--- config.mk ---
export PLATFORM = sky130hd
export DESIGN_NAME = pcpwm_timer
export DESIGN_NICKNAME = d
export VERILOG_FILES = /design/src/rtl/pcpwm_pkg.sv /design/src/rtl/pcpwm_prescaler.sv /design/src/rtl/pcpwm_counter.sv /design/src/rtl/pcpwm_compare.sv /design/src/rtl/pcpwm_timer.sv
export SDC_FILE = /design/constraint.sdc
export NUM_CORES = 1
export LEC_CHECK = 0
export BUFFER_PORTS_ARGS = -buffer_cell sky130_fd_sc_hd__clkbuf_2
export CAP_MARGIN = 20
export CORE_ASPECT_RATIO = 0.5
export CORE_MARGIN = 2
export CORE_UTILIZATION = 25
export DETAILED_ROUTE_END_ITERATION = 8
export GPL_TIMING_DRIVEN = 0
export HOLD_SLACK_MARGIN = 0.02
export PLACE_DENSITY = 0.43
export SETUP_SLACK_MARGIN = 0.4
export SYNTH_ARGS = -nofsm -noshare
export SYNTH_HDL_FRONTEND = slang
export SYNTH_SLANG_ARGS = --single-unit
--- constraint.sdc ---
create_clock -name clk_i -period 5.6 [get_ports clk_i]
set_input_delay 0.84 -clock clk_i [delete_from_list [all_inputs] [get_ports clk_i]]
set_output_delay 0.84 -clock clk_i [all_outputs]
set_load 0.02 [all_outputs]
--- src/rtl/pcpwm_pkg.sv ---
package pcpwm_pkg;
  typedef enum logic [1:0] {
    OM_OFF    = 2'd0,
    OM_TOGGLE = 2'd1,
    OM_NONINV = 2'd2,
    OM_INV    = 2'd3
  } out_mode_e;

  localparam int unsigned SLOW_DIV = 8;
endpackage

--- src/rtl/pcpwm_prescaler.sv ---
module pcpwm_prescaler #(
  parameter int unsigned DIV = 8
) (
  input  logic clk_i,
  input  logic rst_ni,
  input  logic slow_i,
  output logic tick_o
);
  localparam int unsigned PW = (DIV > 2) ? $clog2(DIV) : 1;
  localparam logic [PW-1:0] LAST = PW'(DIV - 1);

  logic [PW-1:0] pcnt_q;

  always_ff @(posedge clk_i or negedge rst_ni) begin
    if (!rst_ni)              pcnt_q <= '0;
    else if (pcnt_q == LAST)  pcnt_q <= '0;
    else                      pcnt_q <= pcnt_q + PW'(1);
  end

  assign tick_o = slow_i ? (pcnt_q == LAST) : 1'b1;
endmodule

--- src/rtl/pcpwm_counter.sv ---
module pcpwm_counter #(
  parameter int unsigned W = 8
) (
  input  logic         clk_i,
  input  logic         rst_ni,
  input  logic         tick_i,
  input  logic [W-1:0] top_i,
  output logic [W-1:0] cnt_o,
  output logic         up_o,
  output logic         at_top_o
);
  logic [W-1:0] cnt_q;
  logic         dir_q;
  logic         up_step;

  // direction of the step taken on the next tick; ends turn around
  always_comb begin
    if (cnt_q == '0)          up_step = 1'b1;
    else if (cnt_q >= top_i)  up_step = 1'b0;
    else                      up_step = dir_q;
  end

  always_ff @(posedge clk_i or negedge rst_ni) begin
    if (!rst_ni) begin
      cnt_q <= '0;
      dir_q <= 1'b1;
    end else if (tick_i) begin
      if (top_i == '0) begin
        cnt_q <= '0;
        dir_q <= 1'b1;
      end else begin
        cnt_q <= up_step ? cnt_q + W'(1) : cnt_q - W'(1);
        dir_q <= up_step;
      end
    end
  end

  assign cnt_o    = cnt_q;
  assign up_o     = up_step;
  assign at_top_o = (cnt_q == top_i);
endmodule

--- src/rtl/pcpwm_compare.sv ---
module pcpwm_compare
  import pcpwm_pkg::*;
#(
  parameter int unsigned W = 8
) (
  input  logic         clk_i,
  input  logic         rst_ni,
  input  logic         tick_i,
  input  logic [W-1:0] cnt_i,
  input  logic         up_i,
  input  logic         at_top_i,
  input  logic [W-1:0] top_i,
  input  logic         wr_i,
  input  logic [W-1:0] wdata_i,
  input  logic         clr_i,
  input  out_mode_e    mode_i,
  output logic [W-1:0] ocr_act_o,
  output logic         flag_o,
  output logic         pwm_o
);
  logic [W-1:0] ocr_buf_q, ocr_act_q;
  logic         flag_q, lvl_q, tog_q;
  logic         match;

  assign match = tick_i && (cnt_i == ocr_act_q);

  always_ff @(posedge clk_i or negedge rst_ni) begin
    if (!rst_ni) begin
      ocr_buf_q <= '0;
      ocr_act_q <= '0;
    end else begin
      if (wr_i)               ocr_buf_q <= wdata_i;
      if (tick_i && at_top_i) ocr_act_q <= ocr_buf_q;
    end
  end

  // match wins over clear
  always_ff @(posedge clk_i or negedge rst_ni) begin
    if (!rst_ni)     flag_q <= 1'b0;
    else if (match)  flag_q <= 1'b1;
    else if (clr_i)  flag_q <= 1'b0;
  end

  // non-inverted level; extremes forced so the output never glitches
  always_ff @(posedge clk_i or negedge rst_ni) begin
    if (!rst_ni) begin
      lvl_q <= 1'b0;
    end else if (tick_i) begin
      if (ocr_act_q == '0)         lvl_q <= 1'b0;
      else if (ocr_act_q >= top_i) lvl_q <= 1'b1;
      else if (match)              lvl_q <= !up_i;
    end
  end

  always_ff @(posedge clk_i or negedge rst_ni) begin
    if (!rst_ni)     tog_q <= 1'b0;
    else if (match)  tog_q <= !tog_q;
  end

  always_comb begin
    unique case (mode_i)
      OM_TOGGLE: pwm_o = tog_q;
      OM_NONINV: pwm_o = lvl_q;
      OM_INV:    pwm_o = !lvl_q;
      default:   pwm_o = 1'b0;
    endcase
  end

  assign ocr_act_o = ocr_act_q;
  assign flag_o    = flag_q;
endmodule

--- src/rtl/pcpwm_timer.sv ---
module pcpwm_timer
  import pcpwm_pkg::*;
#(
  parameter int unsigned W = 8
) (
  input  logic         clk_i,
  input  logic         rst_ni,
  input  logic         presc_sel_i,
  input  logic         top_sel_i,
  input  logic [1:0]   mode_i,
  input  logic         cmp_wr_i,
  input  logic [W-1:0] cmp_wdata_i,
  input  logic         flag_clr_i,
  output logic [W-1:0] cnt_o,
  output logic         pwm_o,
  output logic         flag_o
);
  localparam logic [W-1:0] TOP_MAX = {W{1'b1}};

  logic         tick;
  logic [W-1:0] ocr_act;
  logic [W-1:0] top_val;
  logic         step_up, at_top;

  assign top_val = top_sel_i ? ocr_act : TOP_MAX;

  pcpwm_prescaler #(.DIV(SLOW_DIV)) u_presc (
    .clk_i  (clk_i),
    .rst_ni (rst_ni),
    .slow_i (presc_sel_i),
    .tick_o (tick)
  );

  pcpwm_counter #(.W(W)) u_cnt (
    .clk_i    (clk_i),
    .rst_ni   (rst_ni),
    .tick_i   (tick),
    .top_i    (top_val),
    .cnt_o    (cnt_o),
    .up_o     (step_up),
    .at_top_o (at_top)
  );

  pcpwm_compare #(.W(W)) u_cmp (
    .clk_i     (clk_i),
    .rst_ni    (rst_ni),
    .tick_i    (tick),
    .cnt_i     (cnt_o),
    .up_i      (step_up),
    .at_top_i  (at_top),
    .top_i     (top_val),
    .wr_i      (cmp_wr_i),
    .wdata_i   (cmp_wdata_i),
    .clr_i     (flag_clr_i),
    .mode_i    (out_mode_e'(mode_i)),
    .ocr_act_o (ocr_act),
    .flag_o    (flag_o),
    .pwm_o     (pwm_o)
  );
endmodule

==> flow_summary_export.csv, run 1 <==
group,metric,value,unit
timing,report.final.slew_viol_count,0,
timing,setup_viol,0,
global_routing,grt_pass1_vias,1366,
routing,drc,0,
critical_path,arrival,4.33,ns
floorplan,dieHeight,64.5,um
power_and_ir_drop,seqPwrFrac,28.7,%
critical_path,timing.critical_path.buf_inv,2,
global_routing,busiest_layer,"met2",
yosys,number_of_distinct_library_cells_after_synthesis,38,
routing,drtAntennaViolNets,0,
critical_path,cp_delay_by_family_top,"compound AO/OA/AOI/OAI gates",
final_layout,final_cell_mix,"dfrtp_1, clkbuf_2, mux2_2",
yosys,ys_ff_latch,31,
cts,htree_num_levels,2,
power_and_ir_drop,netSwitchingFraction,42.3,%
critical_path,crit_slowest_cell,"or2_2",
final_layout,finish.net_count,227,
critical_path,critical_r2r_launch,"u_cnt.cnt_o[0]$_DFFE_PN0N_",
global_routing,global_route.usage.met3,3.39,%
yosys,synth-edff-count,0,
hold_path,min_from,"u_presc.pcnt_q[0]$_DFF_PN0_",
cts,clockBufferDepth,2,
yosys,synthesis.instances,163,
yosys,synth_warn,0,
floorplan,design.core.area,6880,sq um
routing,routed_via_density,4.73,
final_layout,final_core_utilization,32.0,%
flow_run,maxCapViolations,0,
cts,clock_sinks,31,
power_and_ir_drop,share_clk_of_total_power,18.5,%
power_and_ir_drop,p_int,820,uW
critical_path,reg2reg_slack,2.02,ns
yosys,synthFlopType,"dfrtp_1",
floorplan,die_width,125,um
global_routing,antenna_found_initial,0,
hold_path,worstHoldPathType,"reg -> reg",
critical_path,reg2reg_to,"u_cnt.cnt_o[7]$_DFFE_PN0N_",
timing,rsz0062_at_grt,"false",
hold_path,hold_path_depth,1,
floorplan,initial_util,26.6,%
yosys,sequential_fraction_of_the_synthesis_area,42.5,%
yosys,synthesis.area_per_instance,11.2,sq um
floorplan,ios,26,
timing,period_needed,4.14,ns
floorplan,die_area,8050,sq um
status,run_status,"completed",
cts,post_cts_setup_bufs,0,
global_routing,globalRouteOverflowTotal,0,
critical_path,worst_setup_path_end_kind,"register",
cts,cts_root_buf,"clkbuf_16",
power_and_ir_drop,power,1.42,mW
cts,number_of_hold_repair_buffers_added_at_the_cts_stage,0,
yosys,synth_area_leaders,"dfrtp_1, ha_1, mux2_2",
routing,wire_per_inst,14.3,um
critical_path,crit_chain,"clkbuf_2, clkbuf_1, nor2b_1, ha_1, o21ai_0, a21oi_1, o311a_1, or2_2, ha_1, a21oi_2, o211ai_2, o41a_1, or3_1, a21bo_1, a31oi_1",
global_routing,grt_start_max_net_pins,32,
power_and_ir_drop,power.density,644,nW/um^2
power_and_ir_drop,pwr-share-comb,52.7,%
global_routing,grtUsageMet1,15.6,%
yosys,postSynthNetCount,196,
critical_path,timing.critical_path.from_type,"input port",
placed_design,io_buffer_count,24,
routing,iteration_count_of_the_initial_detailed_routing_pass,4,
global_routing,global_route.usage.total,11.3,%
critical_path,critical-path-top-cell-by-count,"ha_1",
timing,worst_slew_pin_slew,0.813,ns
timing,max_slew_margin_vs_limit,45.8,%
placed_design,gp_congestion,0.708,
final_layout,n_antenna_cell,0,
routing,detail_route.wirelength,4110,um
cts,cts_tree,"done",
critical_path,criticalPathCategory,"in -> reg",
yosys,netlist.area_leader.share,41.1,%
final_layout,final_common_cell,"dfrtp_1",
routing,via_total_after_detailed_routing,1357,
power_and_ir_drop,switching_power,601,uW
yosys,synthesis.area,1830,sq um
routing,drtIter0Drc,54,
critical_path,cp_max_fo,10,
placed_design,place_hpwl,2950,um
global_routing,met2_usage,16.7,%
yosys,yosysTopAreaCell,"dfrtp_1",
cts,post_cts.resized_instances,0,
floorplan,placement_rows,21,
critical_path,reg2reg_depth,12,
global_routing,grt_pass1_wl,7080,um
power_and_ir_drop,vdd_ir_drop_max,0.158,mV
cts,cts_bufs_inserted,5,
final_layout,post_route_cells_drive_above_1_share,28.2,%
timing,achievable-frequency,0.242,GHz
hold_path,worstHoldEndpoint,"u_presc.pcnt_q[0]$_DFF_PN0_",
critical_path,cpPeakStageDelay,0.40,ns
critical_path,worstPathRequired,5.79,ns
yosys,async_reset_ff_share,100,%
timing,fin_setup_tns,0,ns
timing,finalCritPeriodShare,73.9,%
final_layout,synthToLayoutAreaGrowth,20.6,%
power_and_ir_drop,leakagePower,1.05,nW
timing,final-hold-violation-count,0,
timing,worst_clock_skew,0.00424,ns
cts,insertion_delay,0.28,ns
cts,clock_slew_at_reported_path_ffs,0.05,ns
## state kept, by name, summed over array words and instances, names as in the netlist
name / cells
u_presc.pcnt_q: 3
u_cmp.flag_o: 1
u_cmp.ocr_buf_q: 8
u_cmp.tog_q: 1
u_cmp.ocr_act_o: 8
u_cmp.lvl_q: 1
u_cnt.cnt_o: 8
u_cnt.dir_q: 1
## layout make-up
cell class                 count  area (sq um)
timing repair buffer          24           120
clock buffer                   6           129
sequential                    31           777
inverter                       4          15.0
tap                           92           115
buffer                         4          15.0
fill                         736          4680
multi-input combinational    124          1020
clock inverter                 2          12.5
## cells in the mapped netlist, drive strengths merged (2+ instances only)
library cell  number
and4               2
dfrtp             30
a22o               5
clkbuf             4
nor2               8
a31oi              3
mux2              17
nor2b              9
nor3               2
xnor2              5
or3                2
o21ai              5
a21oi              9
ha                16
nand3              2
nand2b             3
nand4              4
inv                4
nor4               5
nand2              5
xor2               9
## cells by family after synthesis
family	after synthesis	synth area share [%]
simple gates	45	13.8
buf+inv	8	1.64
fa+ha+maj	17	12.0
mux	17	10.5
xor+xnor	14	6.71
compound gates	31	12.9
flops	31	42.5
## layer usage
metal / share of wire (%) / vias to the layer above / routed length [um]
met5: 0 / - / 0
met4: 0.83 / 0 / 34
met3: 4.2 / 2 / 173
met2: 44 / 21 / 1800
met1: 51 / 670 / 2100
li1: - / 664 / -
## power groups by stage
stage	clock network (mW)	logic [mW]	registers [mW]
floorplan	0	0.568	0.408
CTS	0.271	0.752	0.410
global placement	0	0.736	0.410
detailed placement	0	0.744	0.413
global route	0.285	0.843	0.425
finish	0.263	0.749	0.408
## metrics by stage
| stage | hold WS, ns | cell area [sq um] | setup slack (ns) | std cells |
|---|---|---|---|---|
| 2_1_floorplan | 0.403 | 1830 | 1.68 | 163 |
| 4_1_cts | 0.431 | 2200 | 1.43 | 287 |
| 3_5_place_dp | 0.419 | 2060 | 1.15 | 279 |
| 3_3_place_gp | 0.417 | 2060 | 1.15 | 279 |
| 6_report | 0.428 | 2200 | 1.46 | 287 |
| 5_1_grt | 0.444 | 2200 | 1.16 | 287 |
## worst register-to-register path: cells and delay by family, from the launching register on
| family | cells | cell delay, ns |
|---|---|---|
| adder cells (fa/ha/maj) | 2 | 0.62 |
| buffers and inverters | 1 | 0.11 |
| AO/OA/AOI/OAI | 6 | 1.33 |
| flip-flops | 1 | 0.50 |
| AND/OR/NAND/NOR | 3 | 0.93 |
## worst max-delay path by stage
stage,from,endpoint,slack (ns),cells after the start
after floorplan,top_sel_i,u_cnt.cnt_o[7]$_DFFE_PN0N_,1.68,14
after global placement,top_sel_i,u_cnt.cnt_o[7]$_DFFE_PN0N_,1.15,15
after detailed placement,top_sel_i,u_cnt.cnt_o[7]$_DFFE_PN0N_,1.15,15
after CTS,top_sel_i,u_cnt.cnt_o[7]$_DFFE_PN0N_,1.43,15
after global routing,top_sel_i,u_cnt.cnt_o[7]$_DFFE_PN0N_,1.16,15
final,top_sel_i,u_cnt.cnt_o[7]$_DFFE_PN0N_,1.46,15
No activity file was read; power rests on OpenSTA's default activity.
==> run 2: changes to the inputs <==
PLACE_DENSITY = 0.45   (was 0.43)
clock period = 3.5 ns   (was 5.6 ns; I/O delays follow)
==> run 2 against run 1 <==
Die area stayed put. Register-to-register slack worse by 1.9 ns. Utilization is 6.8 points higher. Combinational power is 130% higher. Worst hold slack worse by 0.083 ns. Via count is 6.4% higher. Flip-flop and latch count stayed put. Sequential share of layout area is 5.8 points lower. Critical path depth stayed put. Routed wire length is 11% higher. Cell area is 21% higher. Clock power is 110% higher. Critical path type unchanged. Largest power group unchanged. Highest routed layer unchanged.
==> flow_summary_export.csv, run 2 (synthesis gave the netlist of run 1 again) <==
group,metric,value,unit
status,run_status,"completed",
global_routing,global_route.usage.met3,2.48,%
global_routing,grtUsageMet1,15.0,%
critical_path,worst_setup_path_end_kind,"register",
timing,final-hold-violation-count,0,
routing,wire_per_inst,14.8,um
final_layout,n_antenna_cell,0,
timing,achievable-frequency,0.294,GHz
routing,iteration_count_of_the_initial_detailed_routing_pass,4,
hold_path,worstHoldPathType,"in -> async",
power_and_ir_drop,p_int,1.83,mW
final_layout,final_cell_mix,"clkbuf_2, dfrtp_1, mux2_2",
timing,finalCritPeriodShare,97.2,%
timing,rsz0062_at_grt,"true",
timing,period_needed,3.40,ns
floorplan,die_area,8050,sq um
floorplan,placement_rows,21,
power_and_ir_drop,leakagePower,1.23,nW
floorplan,die_width,125,um
cts,htree_num_levels,2,
cts,clock_sinks,31,
cts,cts_root_buf,"clkbuf_16",
power_and_ir_drop,seqPwrFrac,23.3,%
floorplan,dieHeight,64.5,um
power_and_ir_drop,pwr-share-comb,57.6,%
global_routing,global_route.usage.total,11.3,%
global_routing,met2_usage,18.6,%
critical_path,reg2reg_slack,0.14,ns
critical_path,worstPathRequired,3.70,ns
global_routing,grt_pass1_wl,7040,um
timing,max_slew_margin_vs_limit,44.7,%
flow_run,maxCapViolations,0,
cts,clock_slew_at_reported_path_ffs,0.05,ns
placed_design,place_hpwl,3080,um
critical_path,cp_max_fo,6,
floorplan,initial_util,26.6,%
global_routing,busiest_layer,"met2",
timing,setup_viol,0,
critical_path,arrival,3.60,ns
final_layout,synthToLayoutAreaGrowth,46.2,%
power_and_ir_drop,share_clk_of_total_power,19.1,%
cts,clockBufferDepth,2,
power_and_ir_drop,vdd_ir_drop_max,0.311,mV
critical_path,reg2reg_depth,12,
routing,drc,0,
global_routing,antenna_found_initial,0,
cts,cts_tree,"done",
global_routing,grt_pass1_vias,1376,
final_layout,finish.net_count,247,
final_layout,final_common_cell,"clkbuf_2",
routing,via_total_after_detailed_routing,1444,
timing,report.final.slew_viol_count,0,
placed_design,io_buffer_count,24,
critical_path,reg2reg_to,"u_cnt.cnt_o[7]$_DFFE_PN0N_",
cts,insertion_delay,0.27,ns
power_and_ir_drop,switching_power,1.12,mW
cts,cts_bufs_inserted,5,
final_layout,post_route_cells_drive_above_1_share,50.2,%
power_and_ir_drop,power,2.95,mW
critical_path,criticalPathCategory,"in -> reg",
floorplan,ios,26,
power_and_ir_drop,power.density,1100,nW/um^2
placed_design,gp_congestion,0.736,
routing,drtAntennaViolNets,0,
final_layout,area_of_all_placed_cells_without_fillers,2670,sq um
routing,detail_route.wirelength,4550,um
final_layout,num-fill-cells,671,
timing,worst_slew_pin_slew,0.829,ns
routing,drtIter0Drc,42,
critical_path,critical_r2r_launch,"u_cmp.ocr_act_o[3]$_DFFE_PN0P_",
power_and_ir_drop,netSwitchingFraction,38.0,%
global_routing,globalRouteOverflowTotal,0,
timing,worst_clock_skew,0.00434,ns
critical_path,crit_path_start,"top_sel_i",
placed_design,placed_area,2130,sq um
routing,routed_via_density,4.70,
floorplan,design.core.area,6880,sq um
critical_path,timing.critical_path.from_type,"input port",
final_layout,final_core_utilization,38.8,%
global_routing,grt_start_max_net_pins,32,
run 2: changes by cell type in the layout (fill, tap and decap cells not counted), sizes merged:
| cell | before | now |
|---|---|---|
| clkinvlp | 1 | 0 |
| clkbuf | 34 | 32 |
| or2 | 1 | 2 |
| buf | 0 | 21 |
| clkinv | 1 | 0 |
| bufinv | 0 | 2 |
run 2: stage by stage:
stage	setup slack [ns]	setup TNS [ns]	std cells	hold WS (ns)
floorplan	0.0949	0	163	0.229
global placement	-0.265	-0.362	279	0.416
detailed placement	-0.288	-0.379	279	0.430
CTS	0.114	0	297	0.372
global route	-0.0156	-0.0156	307	0.417
finish	0.0973	0	307	0.345
run 2: final cells by class:
type / count / area [sq um] / share of cell area [%]
plain buffers: 4 / 26.3 / 0.983
clock buffers: 6 / 129 / 4.82
clock inverters: 2 / 60.1 / 2.25
inverters: 4 / 15.0 / 0.562
multi-input cells: 125 / 1250 / 46.7
flip-flops and latches: 31 / 787 / 29.4
well taps: 92 / 115 / 4.31
repair buffers: 43 / 292 / 10.9
run 2: timing repair:
action,CTS,global route
setup buffers,9,10
endpoints found under the hold margin,0,0
pin swaps,12,25
resized for setup,12,26
hold buffers,0,0
cloned,1,0
setup endpoints to repair,3,4
run 2: worst max-delay path, stage by stage:
cell and delay (ns):
buf_8 0.10, buf_8 0.12, buf_6 0.11, nor2b_4 0.11
ha_1 0.29, and4_1 0.21, o311a_1 0.16, or2_4 0.33
ha_4 0.26, a21oi_4 0.14, o211ai_2 0.11, o41a_1 0.45
or3_1 0.37, a21bo_1 0.18, a31oi_1 0.12
run 2: power groups by stage:
| stage | Sequential [mW] | Combinational (mW) | Clock (mW) |
|---|---|---|---|
| after floorplan | 0.663 | 1.01 | 0 |
| after global placement | 0.661 | 1.29 | 0 |
| after detailed placement | 0.665 | 1.31 | 0 |
| after CTS | 0.675 | 1.47 | 0.573 |
| after global routing | 0.711 | 1.85 | 0.592 |
| final | 0.688 | 1.70 | 0.563 |
run 2: how the worst max path moves through the flow:
stage	end
after floorplan	u_cnt.cnt_o[7]$_DFFE_PN0N_
after global placement	u_cnt.cnt_o[7]$_DFFE_PN0N_
after detailed placement	u_cnt.cnt_o[7]$_DFFE_PN0N_
after CTS	u_cnt.cnt_o[7]$_DFFE_PN0N_
after global routing	u_cnt.cnt_o[7]$_DFFE_PN0N_
final	u_cnt.cnt_o[7]$_DFFE_PN0N_
run 2: per-layer routing:
layer / part of all wire (%) / wire length (um)
met5: 0 / 0
met1: 49 / 2230
met4: 0.88 / 40
met3: 2.6 / 119
met2: 47 / 2160
